--- config.mk ---
export PLATFORM = sky130hd
export DESIGN_NAME = conv_seq
export DESIGN_NICKNAME = d
export VERILOG_FILES = /design/src/rtl/conv_seq_pkg.sv /design/src/rtl/seq_pick.sv /design/src/rtl/seq_tag_fmt.sv /design/src/rtl/conv_seq.sv
export SDC_FILE = /design/constraint.sdc
export NUM_CORES = 1
export LEC_CHECK = 0
export BUFFER_PORTS_ARGS = -buffer_cell sky130_fd_sc_hd__buf_2
export CORE_UTILIZATION = 50
export CTS_BUF_LIST = sky130_fd_sc_hd__clkbuf_4 sky130_fd_sc_hd__clkbuf_8 sky130_fd_sc_hd__clkbuf_16
export DETAILED_ROUTE_END_ITERATION = 8
export GPL_TIMING_DRIVEN = 0
export PLACE_DENSITY = 0.75
export SLEW_MARGIN = 10
export SYNTH_ARGS = -nofsm -noshare
export SYNTH_HDL_FRONTEND = slang
export SYNTH_HIERARCHICAL = 1
export SYNTH_SLANG_ARGS = --single-unit
--- constraint.sdc ---
create_clock -name clk -period 1.6 [get_ports clk]
set_input_delay 0.16 -clock clk [delete_from_list [all_inputs] [get_ports clk]]
set_output_delay 0.16 -clock clk [all_outputs]
set_load 0.05 [all_outputs]
--- src/rtl/conv_seq_pkg.sv ---
package conv_seq_pkg;
    localparam int NUM_CH = 8;
    localparam int IDX_W  = $clog2(NUM_CH);
    localparam int TAG_W  = 4;

    typedef struct packed {
        logic [NUM_CH-1:0] mask;
        logic              rpt;
        logic [IDX_W-1:0]  cur;
        logic              idle;
        logic              pend;
        logic              cv;
        logic [TAG_W-1:0]  tag;
    } seq_state_t;
endpackage

--- src/rtl/seq_pick.sv ---
module seq_pick #(
    parameter int NCH  = 8,
    parameter int IDXW = $clog2(NCH)
) (
    input  logic [NCH-1:0]  mask,
    input  logic [IDXW-1:0] cur,
    output logic            above_found,
    output logic [IDXW-1:0] above_idx,
    output logic            low_found,
    output logic [IDXW-1:0] low_idx
);
    logic [NCH-1:0] upper;

    genvar gi;
    generate
        for (gi = 0; gi < NCH; gi++) begin : g_upper
            assign upper[gi] = mask[gi] && (gi > int'(cur));
        end
    endgenerate

    always_comb begin
        above_found = 1'b0;
        above_idx   = '0;
        for (int i = NCH - 1; i >= 0; i--) begin
            if (upper[i]) begin
                above_found = 1'b1;
                above_idx   = IDXW'(i);
            end
        end
    end

    always_comb begin
        low_found = 1'b0;
        low_idx   = '0;
        for (int i = NCH - 1; i >= 0; i--) begin
            if (mask[i]) begin
                low_found = 1'b1;
                low_idx   = IDXW'(i);
            end
        end
    end
endmodule

--- src/rtl/seq_tag_fmt.sv ---
module seq_tag_fmt #(
    parameter int IDXW = 3,
    parameter int TAGW = 4
) (
    input  logic            idle,
    input  logic [IDXW-1:0] cur,
    output logic [TAGW-1:0] tag
);
    localparam int PADW = TAGW - IDXW;

    always_comb begin
        if (idle) tag = '1;
        else      tag = {{PADW{1'b0}}, cur};
    end
endmodule

--- src/rtl/conv_seq.sv ---
module conv_seq
    import conv_seq_pkg::*;
(
    input  logic              clk,
    input  logic              rst,
    input  logic              cfg_wr,
    input  logic [NUM_CH-1:0] cfg_mask,
    input  logic              cfg_repeat,
    input  logic              conv_start,
    input  logic              sel_adv,
    output logic [IDX_W-1:0]  mux_sel,
    output logic              seq_idle,
    output logic              conv_valid,
    output logic [TAG_W-1:0]  conv_tag
);
    seq_state_t st_q, st_d;

    logic             adv_found, adv_lfound, wr_found, wr_hfound;
    logic [IDX_W-1:0] adv_idx, adv_low, wr_low, wr_hidx;
    logic [TAG_W-1:0] tag_w;

    // search over the live mask from the current select
    seq_pick #(.NCH(NUM_CH), .IDXW(IDX_W)) u_pick_live (
        .mask(st_q.mask), .cur(st_q.cur),
        .above_found(adv_found), .above_idx(adv_idx),
        .low_found(adv_lfound), .low_idx(adv_low)
    );

    // lowest channel of an incoming write
    seq_pick #(.NCH(NUM_CH), .IDXW(IDX_W)) u_pick_wr (
        .mask(cfg_mask), .cur(st_q.cur),
        .above_found(wr_hfound), .above_idx(wr_hidx),
        .low_found(wr_found), .low_idx(wr_low)
    );

    seq_tag_fmt #(.IDXW(IDX_W), .TAGW(TAG_W)) u_tag (
        .idle(st_q.idle), .cur(st_q.cur), .tag(tag_w)
    );

    always_comb begin
        st_d    = st_q;
        st_d.cv = 1'b0;

        // advance the select once a conversion is in flight
        if (sel_adv && st_q.pend) begin
            st_d.pend = 1'b0;
            if (adv_found)                    st_d.cur  = adv_idx;
            else if (st_q.rpt && adv_lfound)  st_d.cur  = adv_low;
            else                              st_d.idle = 1'b1;
        end

        // report the conversion of the channel selected at the start
        if (conv_start) begin
            st_d.cv   = 1'b1;
            st_d.tag  = tag_w;
            st_d.pend = !st_q.idle;
        end

        // a write restarts everything and wins over an advance
        if (cfg_wr) begin
            st_d.mask = cfg_mask;
            st_d.rpt  = cfg_repeat;
            st_d.cur  = wr_low;
            st_d.idle = !wr_found;
            st_d.pend = 1'b0;
        end
    end

    always_ff @(posedge clk) begin
        if (rst) begin
            st_q      <= '0;
            st_q.idle <= 1'b1;
        end else begin
            st_q <= st_d;
        end
    end

    assign mux_sel    = st_q.cur;
    assign seq_idle   = st_q.idle;
    assign conv_valid = st_q.cv;
    assign conv_tag   = st_q.tag;
endmodule

==> summary.txt <==
Timing
  – RSZ-0062 raised after global routing: true
  – Crit path time final: 1660 ps
  – Slew margin rel.: 79.0%
  – Final hold violations: 0
  – Final Cycle Share: 104%
  – Worst-Margin Slew: 314 ps
  – Final Slew Violations: 0
  – Final worst setup slack: -64.5 ps
  – Clock Skew: slightly below 10 ps
  – Peak Freq: roughly 600 MHz
  – Final setup fails: 3

Floorplanning
  – Core ar.: 2210 um^2
  – Chip Width: roughly 50 um
  – Row Count: 17
  – I/O pin cnt: 23
  – Die footprint: ~2500 um^2
  – Initial Utilization: between 50 and 60%
  – Chip height: 50.4 um

Routing
  – DRT met1 WL: 1240 um
  – # DRC: 0
  – Top routing layer used: met4
  – Routed WL: about 2700 um
  – Antenna viol nets, final: 0
  – Routed vias/inst: around 5.4
  – Met2 Wirelength: 1290 um
  – Initial drt markers: 35
  – First-pass detailed-route iteration total: 4
  – DR WL met3: 102 um
  – Vias: 1106
  – Routed WL per cell: about 13 um

Outcome
  – Status: finished with violations
  – Failing checks: negative setup slack

Clock tree
  – TritonCTS clock tree: yes
  – Num CTS Buffers: 3
  – Root Driver: clkbuf_4
  – Htree depth: 1
  – Maximum buffer depth of the clock tree: 2
  – Clk_lat worst skew: ~300 ps
  – # hold bufs at CTS: 0
  – Clk slew on worst S/H paths: 110 ps
  – Sink Count: 19

GRT
  – First-pass GRT wire length: ~4500 um
  – Initial antenna violation count: 0
  – Number of global-route vias before repair: ~1000
  – Largest net degree at the start of global routing: 11
  – Gr ovfl total: 0
  – Total GRT Usage: a little under a quarter

Worst setup path
  – R2r setup slk: -60 ps
  – Worst path required time: 1790 ps
  – CP max FO: 7
  – Crit Path Class: register to register
  – Crit path DAT: between 1500 and 2000 ps
  – Endpoint type of the worst setup path: register
  – Type of origin of the critical path: register

Logic synthesis
  – Syn Nets: roughly 160
  – Syn Area/Cell: about 8.2 um^2
  – Syn Std Cell Area: roughly 1200 um^2
  – Ys Warns: 6
  – Synth Instances: about 140

Placed design
  – Placement Setup Slack: -221 ps
  – Buffers added on ports: 20
  – Detailed Place HPWL: 1910 um
  – Gpl congestion: ~0.81

Final layout
  – Ant diodes: 0
  – Layout area overhead: 27.9%
  – Share of layout cells above drive strength 1: between 30% and 40%
  – Final net count: 191
  – FILL cells: 206

Run
  – Max Cap Violations: 0

Power and ir drop
  – Total Power: about 1.2 mW
  – Max VDD drop: between 0.6 and 0.7 mV
  – PwrDens: 818 nW/um^2
  – Leakage: 0.697 nW

Min path
  – Worst Hold Class: input port to register
-- placed cells by master (no fill, tap or decap), types with 2 or more instances in the layout --
cell and n:
a21oi_2 2, buf_4 20, nor2b_4 2, o21ai_0 4
a21oi_1 6, mux2i_1 16, a21boi_0 2, o2111ai_1 3
nand2b_1 2, nor2_1 24, nor2b_1 3, clkbuf_4 4
buf_2 22, nand2_1 5, a221oi_1 2, nor3_1 2
o21ai_1 4, or2_1 3, nand4_1 2, dfxtp_1 11
inv_1 6, dfxtp_4 5, dfxtp_2 3
-- where the power goes --
group | internal (mW) | switching [mW]
Sequential | 0.504 | 0.0391
Clock | 0.114 | 0.147
Combinational | 0.196 | 0.226
-- stage by stage --
stage / util [%] / area (um^2) / setup TNS [ps] / hold slack [ps] / std cells
after global placement: 59.9 / 1330 / -585 / 395 / 191
after global routing: 67.8 / 1500 / -431 / 119 / 204
after detailed placement: 59.9 / 1330 / -827 / 425 / 191
final: 67.8 / 1500 / -136 / 110 / 204
after floorplan: - / 1190 / 0 / 307 / 143
after CTS: 65.2 / 1440 / -256 / 122 / 201
-- per-layer routing --
layer / GRT usage, % / up-vias
met5: 0 / -
met4: 8.33 / 0
met3: 1.82 / 5
met2: 39.8 / 26
met1: 31.0 / 510
li1: - / 565
-- registers in the layout (all words and copies together) (netlist names) --
register / flops
seq_idle: 1
conv_valid: 1
mux_sel: 3
st_q: 10
conv_tag: 4
-- timing repair --
action / in CTS / in global routing
gates cloned: 0 / 0
gates resized for setup: 16 / 9
setup buffers: 8 / 3
pin swaps: 3 / 6
endpoints found under the setup margin: 4 / 4
-- worst paths after layout --
path,startpoint,endpoint,cells after the start
worst max-delay path,mux_sel[0],mux_sel[2],6
worst min-delay path,cfg_repeat,st_q[10],3
worst max register to register,mux_sel[0],mux_sel[2],6
worst min register to register,conv_tag[3],conv_tag[3],2
-- critical path: stages (launching register included) --
cell,delay (ps)
dfxtp_4,390
a21bo_2,250
a21oi_2,170
nand2b_4,190
mux2_2,350
mux2i_1,150
o21ai_1,70
-- area by class of cell --
| type | instances | area, um^2 | area share [%] |
|---|---|---|---|
| Buffer | 12 | 81.3 | 5.43 |
| Clock buffer | 4 | 30.0 | 2.00 |
| Inverter | 7 | 26.3 | 1.75 |
| Multi-Input combinational cell | 103 | 741 | 49.4 |
| Sequential cell | 19 | 403 | 26.9 |
| Tap cell | 28 | 35.0 | 2.34 |
| Timing Repair Buffer | 31 | 183 | 12.2 |
Power figures use the tool's default switching activity.
